### src/rtl/isag_pkg.sv
package isag_pkg;
  localparam int unsigned WORD_W = 64;
  localparam int unsigned WORD_BYTES = WORD_W / 8;
  localparam int unsigned LANES16 = WORD_W / 16;

  localparam logic [2:0] REG_BASE   = 3'd0;
  localparam logic [2:0] REG_STRIDE = 3'd1;
  localparam logic [2:0] REG_IPTR   = 3'd2;
  localparam logic [2:0] REG_COUNT  = 3'd3;
  localparam logic [2:0] REG_CTRL   = 3'd4;

  typedef enum logic [1:0] {ST_IDLE, ST_RUN, ST_DONE} state_e;
endpackage

### src/rtl/isag_cfg_regs.sv
module isag_cfg_regs import isag_pkg::*; #(
  parameter int unsigned AW = 32,
  parameter int unsigned CW = 16,
  parameter int unsigned SW = 3
) (
  input  logic          clk_i,
  input  logic          rst_ni,
  input  logic          we_i,
  input  logic [2:0]    addr_i,
  input  logic [AW-1:0] wdata_i,
  output logic [AW-1:0] base_o,
  output logic [AW-1:0] stride_o,
  output logic [AW-1:1] iptr_o,
  output logic [CW-1:0] count_o,
  output logic          indirect_o,
  output logic          wide_o,
  output logic [SW-1:0] shift_o,
  output logic          start_o
);
  always_ff @(posedge clk_i or negedge rst_ni) begin
    if (!rst_ni) begin
      base_o     <= '0;
      stride_o   <= '0;
      iptr_o     <= '0;
      count_o    <= '0;
      indirect_o <= 1'b0;
      wide_o     <= 1'b0;
      shift_o    <= '0;
      start_o    <= 1'b0;
    end else begin
      // launch one cycle after the control write, when all fields are settled
      start_o <= we_i && (addr_i == REG_CTRL);
      if (we_i) begin
        unique case (addr_i)
          REG_BASE:   base_o   <= wdata_i;
          REG_STRIDE: stride_o <= wdata_i;
          REG_IPTR:   iptr_o   <= wdata_i[AW-1:1];
          REG_COUNT:  count_o  <= wdata_i[CW-1:0];
          REG_CTRL: begin
            indirect_o <= wdata_i[0];
            wide_o     <= wdata_i[1];
            shift_o    <= wdata_i[4 +: SW];
          end
          default: ;
        endcase
      end
    end
  end

  AST_START_FROM_CTRL: assert property (@(posedge clk_i) disable iff (!rst_ni)
    $rose(start_o) |-> $past(we_i && addr_i == REG_CTRL));
endmodule

### src/rtl/isag_idx_fetch.sv
module isag_idx_fetch import isag_pkg::*; #(
  parameter int unsigned AW    = 32,
  parameter int unsigned CW    = 16,
  parameter int unsigned DEPTH = 2
) (
  input  logic              clk_i,
  input  logic              rst_ni,
  input  logic              start_i,
  input  logic              abort_i,
  input  logic              indirect_i,
  input  logic              wide_i,
  input  logic [1:0]        start_lane_i,
  input  logic [AW-1:3]     word_ptr_i,
  input  logic [CW-1:0]     count_i,
  output logic              req_valid_o,
  input  logic              req_ready_i,
  output logic [AW-1:0]     req_addr_o,
  input  logic              rsp_valid_i,
  input  logic [WORD_W-1:0] rsp_data_i,
  output logic              head_valid_o,
  output logic [WORD_W-1:0] head_o,
  input  logic              pop_i
);
  localparam int unsigned PW   = (DEPTH > 1) ? $clog2(DEPTH) : 1;
  localparam int unsigned CNTW = $clog2(DEPTH + 1);
  localparam int unsigned TW   = CW + 2;

  logic [WORD_W-1:0] mem_q [DEPTH];
  logic [PW-1:0]     wptr_q, rptr_q;
  logic [CNTW-1:0]   cnt_q, inflight_q, discard_q;
  logic [AW-1:0]     waddr_q;
  logic [CW:0]       words_left_q;
  logic [CNTW:0]     used;
  logic [TW-1:0]     total, words;
  logic              flush, req_hs, push, pop;

  assign flush = start_i | abort_i;
  assign used  = {1'b0, cnt_q} + {1'b0, inflight_q};
  // no new fetch until stale words of an aborted stream have drained
  assign req_valid_o = (words_left_q != '0) && (discard_q == '0) && !flush &&
                       (used < (CNTW+1)'(DEPTH));
  assign req_addr_o  = waddr_q;
  assign req_hs      = req_valid_o & req_ready_i;
  assign push        = rsp_valid_i && (discard_q == '0) && !flush;
  assign pop         = pop_i && (cnt_q != '0);
  assign head_valid_o = (cnt_q != '0);
  assign head_o       = mem_q[rptr_q];

  assign total = TW'(start_lane_i) + TW'(count_i);
  assign words = wide_i ? ((total + TW'(1)) >> 1) : ((total + TW'(3)) >> 2);

  always_ff @(posedge clk_i or negedge rst_ni) begin
    if (!rst_ni) begin
      wptr_q       <= '0;
      rptr_q       <= '0;
      cnt_q        <= '0;
      inflight_q   <= '0;
      discard_q    <= '0;
      waddr_q      <= '0;
      words_left_q <= '0;
    end else if (flush) begin
      wptr_q     <= '0;
      rptr_q     <= '0;
      cnt_q      <= '0;
      inflight_q <= inflight_q - CNTW'(rsp_valid_i);
      discard_q  <= inflight_q - CNTW'(rsp_valid_i);
      if (start_i && !abort_i) begin
        waddr_q      <= {word_ptr_i, 3'b000};
        words_left_q <= indirect_i ? words[CW:0] : '0;
      end else begin
        words_left_q <= '0;
      end
    end else begin
      inflight_q <= inflight_q + CNTW'(req_hs) - CNTW'(rsp_valid_i);
      if (rsp_valid_i && discard_q != '0) discard_q <= discard_q - 1'b1;
      if (req_hs) begin
        waddr_q      <= waddr_q + AW'(WORD_BYTES);
        words_left_q <= words_left_q - 1'b1;
      end
      if (push) wptr_q <= (wptr_q == PW'(DEPTH-1)) ? '0 : wptr_q + 1'b1;
      if (pop)  rptr_q <= (rptr_q == PW'(DEPTH-1)) ? '0 : rptr_q + 1'b1;
      cnt_q <= cnt_q + CNTW'(push) - CNTW'(pop);
    end
  end

  always_ff @(posedge clk_i) begin
    if (push) mem_q[wptr_q] <= rsp_data_i;
  end

  AST_FIFO_NO_OVERFLOW: assert property (@(posedge clk_i) disable iff (!rst_ni)
    push |-> (cnt_q < CNTW'(DEPTH)) || pop);
  AST_RSP_EXPECTED: assert property (@(posedge clk_i) disable iff (!rst_ni)
    rsp_valid_i |-> inflight_q != '0);
  AST_REQ_HOLD: assert property (@(posedge clk_i) disable iff (!rst_ni)
    req_valid_o && !req_ready_i |=> (req_valid_o || start_i || abort_i) && $stable(req_addr_o));
endmodule

### src/rtl/isag_unpack.sv
module isag_unpack import isag_pkg::*; (
  input  logic              clk_i,
  input  logic              rst_ni,
  input  logic              start_i,
  input  logic              wide_i,
  input  logic [1:0]        start_lane_i,
  input  logic              head_valid_i,
  input  logic [WORD_W-1:0] head_i,
  input  logic              take_i,
  input  logic              last_i,
  output logic [31:0]       idx_o,
  output logic              pop_o
);
  logic [1:0]  lane_q, max_lane;
  logic [15:0] h16 [LANES16];

  assign max_lane = wide_i ? 2'd1 : 2'(LANES16 - 1);
  // surplus lanes are dropped by popping on the last index
  assign pop_o = take_i && ((lane_q == max_lane) || last_i);

  for (genvar g = 0; g < LANES16; g++) begin : g_lane16
    assign h16[g] = head_i[16*g +: 16];
  end

  always_comb begin
    if (wide_i) idx_o = lane_q[0] ? head_i[63:32] : head_i[31:0];
    else        idx_o = {16'h0, h16[lane_q]};
  end

  always_ff @(posedge clk_i or negedge rst_ni) begin
    if (!rst_ni)      lane_q <= '0;
    else if (start_i) lane_q <= start_lane_i;
    else if (take_i)  lane_q <= pop_o ? 2'd0 : lane_q + 2'd1;
  end

  AST_LANE_RANGE: assert property (@(posedge clk_i) disable iff (!rst_ni)
    take_i |-> lane_q <= max_lane);
  AST_POP_NEEDS_HEAD: assert property (@(posedge clk_i) disable iff (!rst_ni)
    pop_o |-> head_valid_i);
endmodule

### src/rtl/idx_stream_agen.sv
module idx_stream_agen import isag_pkg::*; #(
  parameter int unsigned AW          = 32,
  parameter int unsigned CW          = 16,
  parameter int unsigned SW          = 3,
  parameter int unsigned FETCH_DEPTH = 2
) (
  input  logic              clk_i,
  input  logic              rst_ni,
  input  logic              cfg_we_i,
  input  logic [2:0]        cfg_addr_i,
  input  logic [AW-1:0]     cfg_wdata_i,
  output logic              idx_req_valid_o,
  input  logic              idx_req_ready_i,
  output logic [AW-1:0]     idx_req_addr_o,
  input  logic              idx_rsp_valid_i,
  input  logic [WORD_W-1:0] idx_rsp_data_i,
  output logic              addr_valid_o,
  input  logic              addr_ready_i,
  output logic [AW-1:0]     addr_o,
  output logic              done_o
);
  localparam int unsigned SHW = SW + 1;

  logic [AW-1:0]     base, stride, aff_q, off;
  logic [AW-1:1]     iptr;
  logic [CW-1:0]     count, remain_q;
  logic [SW-1:0]     shift;
  logic [SHW-1:0]    sh_amt;
  logic [1:0]        start_lane;
  logic              indirect, wide, start, hs, take, pop, head_valid;
  logic [WORD_W-1:0] head;
  logic [31:0]       idx;
  state_e            state_q;

  isag_cfg_regs #(.AW(AW), .CW(CW), .SW(SW)) u_cfg (
    .clk_i, .rst_ni,
    .we_i(cfg_we_i), .addr_i(cfg_addr_i), .wdata_i(cfg_wdata_i),
    .base_o(base), .stride_o(stride), .iptr_o(iptr), .count_o(count),
    .indirect_o(indirect), .wide_o(wide), .shift_o(shift), .start_o(start)
  );

  assign start_lane = wide ? {1'b0, iptr[2]} : iptr[2:1];

  isag_idx_fetch #(.AW(AW), .CW(CW), .DEPTH(FETCH_DEPTH)) u_fetch (
    .clk_i, .rst_ni,
    .start_i(start), .abort_i(cfg_we_i),
    .indirect_i(indirect), .wide_i(wide), .start_lane_i(start_lane),
    .word_ptr_i(iptr[AW-1:3]), .count_i(count),
    .req_valid_o(idx_req_valid_o), .req_ready_i(idx_req_ready_i), .req_addr_o(idx_req_addr_o),
    .rsp_valid_i(idx_rsp_valid_i), .rsp_data_i(idx_rsp_data_i),
    .head_valid_o(head_valid), .head_o(head), .pop_i(pop)
  );

  isag_unpack u_unpack (
    .clk_i, .rst_ni,
    .start_i(start), .wide_i(wide), .start_lane_i(start_lane),
    .head_valid_i(head_valid), .head_i(head),
    .take_i(take), .last_i(remain_q == CW'(1)),
    .idx_o(idx), .pop_o(pop)
  );

  assign sh_amt = SHW'(shift) + SHW'(3);
  assign off    = AW'(idx) << sh_amt;

  assign addr_valid_o = (state_q == ST_RUN) && !cfg_we_i && (!indirect || head_valid);
  assign addr_o       = indirect ? base + off : aff_q;
  assign hs           = addr_valid_o & addr_ready_i;
  assign take         = hs & indirect;
  assign done_o       = (state_q == ST_DONE);

  always_ff @(posedge clk_i or negedge rst_ni) begin
    if (!rst_ni) begin
      state_q  <= ST_IDLE;
      remain_q <= '0;
      aff_q    <= '0;
    end else if (cfg_we_i) begin
      state_q <= ST_IDLE;
    end else if (start) begin
      state_q  <= (count == '0) ? ST_DONE : ST_RUN;
      remain_q <= count;
      aff_q    <= base;
    end else if (hs) begin
      remain_q <= remain_q - 1'b1;
      aff_q    <= aff_q + stride;
      if (remain_q == CW'(1)) state_q <= ST_DONE;
    end
  end

  AST_RUN_HAS_WORK: assert property (@(posedge clk_i) disable iff (!rst_ni)
    state_q == ST_RUN |-> remain_q != '0);
  AST_ADDR_HOLD: assert property (@(posedge clk_i) disable iff (!rst_ni)
    addr_valid_o && !addr_ready_i && !cfg_we_i |=> cfg_we_i || (addr_valid_o && $stable(addr_o)));
  AST_DONE_QUIET: assert property (@(posedge clk_i) disable iff (!rst_ni)
    done_o |-> !addr_valid_o);
  AST_DONE_CAUSE: assert property (@(posedge clk_i) disable iff (!rst_ni)
    $rose(done_o) |-> $past(addr_valid_o && addr_ready_i) || $past(start));
  AST_AFFINE_NO_FETCH: assert property (@(posedge clk_i) disable iff (!rst_ni)
    state_q == ST_RUN && !indirect |-> !idx_req_valid_o);
endmodule

### config.mk
export PLATFORM = sky130hd
export DESIGN_NAME = idx_stream_agen
export DESIGN_NICKNAME = d
export VERILOG_FILES = /design/src/rtl/isag_pkg.sv /design/src/rtl/isag_cfg_regs.sv /design/src/rtl/isag_idx_fetch.sv /design/src/rtl/isag_unpack.sv /design/src/rtl/idx_stream_agen.sv
export SDC_FILE = /design/constraint.sdc
export NUM_CORES = 1
export LEC_CHECK = 0
export ABC_AREA = 1
export BUFFER_PORTS_ARGS = -buffer_cell sky130_fd_sc_hd__buf_2
export CORE_MARGIN = 1
export CORE_UTILIZATION = 40
export CTS_BUF_LIST = sky130_fd_sc_hd__clkbuf_16
export CTS_CLUSTER_DIAMETER = 50
export CTS_CLUSTER_SIZE = 12
export DETAILED_ROUTE_END_ITERATION = 7
export PLACE_DENSITY = 0.58
export RECOVER_POWER = 100
export SLEW_MARGIN = 10
export SYNTH_ARGS = -nofsm -noshare
export SYNTH_HDL_FRONTEND = slang
export SYNTH_SLANG_ARGS = --single-unit
### constraint.sdc
create_clock -name clk_i -period 5.9 [get_ports clk_i]
set_clock_uncertainty 0.15 [all_clocks]
set_input_delay 0.59 -clock clk_i [delete_from_list [all_inputs] [get_ports clk_i]]
set_output_delay 0.59 -clock clk_i [all_outputs]
set_load 0.005 [all_outputs]
==> metrics.cfg <==
[status]
outcome=finished, violations left
violations=max-capacitance violations, max-slew violations

[critical_path]
worstPathRequired_ns=5.16
r2r_setup_slack_ns=0.61
regToRegStartpoint=u_cfg.start_o
worstPathArrival_ns=4.84
slowest_stage=dfrtp_2
cpPeakStageDelay_ns=0.44
critical_path.cell_chain=buf_12 > or2_2 > o21ai_0 > o21ai_0 > nand2_1 > nand3_1 > nand2_1 > nand2_1 > nand2_1 > nand3_1 > nand3_1 > o21ai_1 > ha_1 > a21oi_1 > o21ai_0 > a21oi_2 > inv_1 > a21oi_1 > xor2_1 > o21ai_0 > clkbuf_1
start_kind=flop
cp_max_fo=70
crit_path_start=u_fetch.rptr_q
crit_buf_inv=3
end_kind=output pin
crit_family=compound AO/OA/AOI/OAI gates
critPathKind=flop to output pin

[detailed_routing]
viasPerCell=5.44
drtIter0Drc=2048
ant_nets=0
wl_per_cell_um=18.2
totalWireLength_um=72200
route.vias.total=21562
dr.pass1.iters=6
drc=0

[clocking]
clk_pin_slew_ns=0.06
cts_setup_buffers=0
root_buffer=clkbuf_16
numCtsBuffers=44
htree_levels=2
cts_buffer_depth=3
cts_sinks=351
cts_tree=done
insertion_delay_ns=0.58

[die]
fp.dieH_um=240
dieWidth_um=240
core_area_um2=55600
ios=172
core.rowCount=86
initial_utilization_pct=40.8
die_area_um2=57700

[power]
comb_power_share_pct=47.5
netSwitchingFraction_pct=45.4
intPower_mw=6.42
clock_power_share_pct=21.9
powerDensity_nw_per_um2=462
pwr-share-seq_pct=30.6
switchingPower_mw=5.33
leakage_nw=11.6
vdd_drop_max_mv=0.219

[synthesis]
yosys.cell_types.count=56
yosysSeqAreaShare_pct=41.5
yosysWarnings=0
syn_area_um2=22700
synth_cells=3075
syn_area_per_cell_um2=7.38
synthArstFlopShare_pct=63.5
synth-main-ff-cell=dfrtp_1
ys_seq_elements=351
synth-edff-count=128

[placed_design]
dpl-instance-area_um2=24200
io_buffers=168
place_congestion=0.972
place_hpwl_um=54200
pre_cts_ws_ns=0.816

[finish]
drive_above_1_share_pct=7.50
area_delta_synth_final_pct=11.9
postLayoutCellArea_um2=25400
n_fill_cell=5647
nNetsFinal=3374

[run]
max-cap-violations=12

[global_route]
grt_pass1_vias=20354
grt_max_degree=89
grt_antenna_before_repair=0
grt_overflow=0
grt_pass1_wl_um=114000
grt.total_usage_pct=25.2

[timing]
setup_violations=0
finalSetupTns_ns=0
report.final.slew_viol_count=584
setup_ws_ns=0.321
hold_viol_final=0
fin_crit_ns=5.58
worst_slew_pin_slew_ns=3.46
period_share_pct=94.6
rsz0062_at_grt=no
slew_headroom_pct=-131
fmax_mhz=179

[hold_path]
hold_class=primary input to flop
hold_start=idx_rsp_data_i[36]

==> sequential cells by signal, indices dropped and copies added (netlist names), 17 cells and up <==
| name | cells |
|---|---|
| aff_q | 32 |
| u_cfg.base_o | 32 |
| u_cfg.iptr_o | 31 |
| u_cfg.stride_o | 32 |
| u_fetch.mem_q | 128 |
| u_fetch.req_addr_o | 29 |
| u_fetch.words_left_q | 17 |
==> Yosys cell counts, types with 33 or more instances <==
cell type    n  share of area (%)
nand2_1    816                 13
o21ai_0    351                7.7
inv_1      290                4.8
nand3_1    283                6.2
nor2_1     268                4.4
dfrtp_1    223                 25
a21oi_1    133                2.9
edfxtp_1   128                 17
ha_1        76                4.2
clkbuf_1    71                1.2
xor2_1      56                2.2
buf_2       39               0.86
nand4_1     33               0.91
==> through the flow <==
stage | total power [mW] | hold WS (ns) | cells | utilization [%]
global placement | 9.12 | 0.312 | 3890 | 43.5
floorplan | 7.30 | 0.144 | 3077 | -
global route | 12.6 | 0.0220 | 3961 | 45.7
CTS | 11.8 | 0.0149 | 3961 | 46.0
finish | 11.7 | 0.0439 | 3962 | 45.7
detailed placement | 9.14 | 0.319 | 3890 | 43.5
==> cells by family (layout without fill, tap and decap cells) <==
logic type / count (synthesis) / count (layout) / synth area share (%)
flops: 351 / 351 / 41.5
simple gates: 1507 / 1507 / 28.3
buf+inv: 432 / 568 / 7.47
fa+ha+maj: 80 / 80 / 4.54
xor+xnor: 76 / 76 / 3.05
compound gates: 622 / 622 / 14.9
mux: 6 / 6 / 0.265
other cells: 1 / 4 / 0.0165
==> power groups by stage <==
| stage | clock (mW) | sequential [mW] | combinational (mW) |
|---|---|---|---|
| detailed placement | 0 | 3.62 | 5.52 |
| CTS | 2.63 | 3.58 | 5.55 |
| floorplan | 0 | 3.41 | 3.89 |
| finish | 2.57 | 3.59 | 5.58 |
| global route | 2.72 | 3.66 | 6.26 |
| global placement | 0 | 3.61 | 5.51 |
==> final timing paths <==
| kind | cells past startpoint | endpoint |
|---|---|---|
| setup / recovery | 21 | addr_o[16] |
| hold / removal | 1 | u_fetch.mem_q[0][36] |
| setup reg to reg | 4 | u_fetch.mem_q[1][37] |
| hold reg to reg | 2 | u_cfg.iptr_o[18] |
| max in group asynchronous | 3 | u_cfg.base_o[20] |
| min in group asynchronous | 2 | u_fetch.words_left_q[16] |
==> layout make-up <==
class / count / area [µm²] / area share (%)
flip-flops and latches: 351 / 9430 / 37.1
multi-input cells: 2294 / 11600 / 45.6
diodes: 1 / 2.50 / 0.00985
clock inverters: 25 / 231 / 0.911
well taps: 748 / 936 / 3.68
repair buffers: 197 / 962 / 3.79
inverters: 301 / 1130 / 4.46
clock buffers: 45 / 1130 / 4.43
==> metal layers <==
layer  track usage [%]  up-vias  routed length [µm]
met4              7.86        0                2260
met5                 0        -                   0
li1                  -    10466                   -
met1              36.4    10224               33800
met2              38.8      755               31300
met3              3.71      117                4890
==> worst register-to-register path, stage by stage (launching register included) <==
cell	delay, ns
dfrtp_1	0.38
nor2_1	1.27
nand2_1	0.13
nor2_1	1.89
clkbuf_2	1.05
==> repair_timing <==
action	in CTS	in global routing
hold endpoints to repair	86	0
hold buffers	1	0
setup endpoints to repair	0	12
resized for setup	0	5
==> layout by cell type, fill, tap and decap left out, types with 7 or more instances in the layout <==
cell type    n
a21o_1       8
a21oi_1    132
a31oi_1     19
buf_2       81
buf_4       18
clkbuf_1    88
clkbuf_16   45
dfrtp_1    220
edfxtp_1   128
ha_1        76
inv_1      299
nand2_1    817
nand2_2     14
nand3_1    283
nand4_1     33
nor2_1     270
nor2_2      12
nor2_4       7
nor3_1      23
nor4_1      14
o211ai_1    24
o21a_1      16
o21ai_0    355
o21ai_1     18
o21bai_1     7
o22ai_1     22
or2_2       17
xnor2_1     18
xor2_1      55
Note: power is estimated with default switching activity, not from simulation.
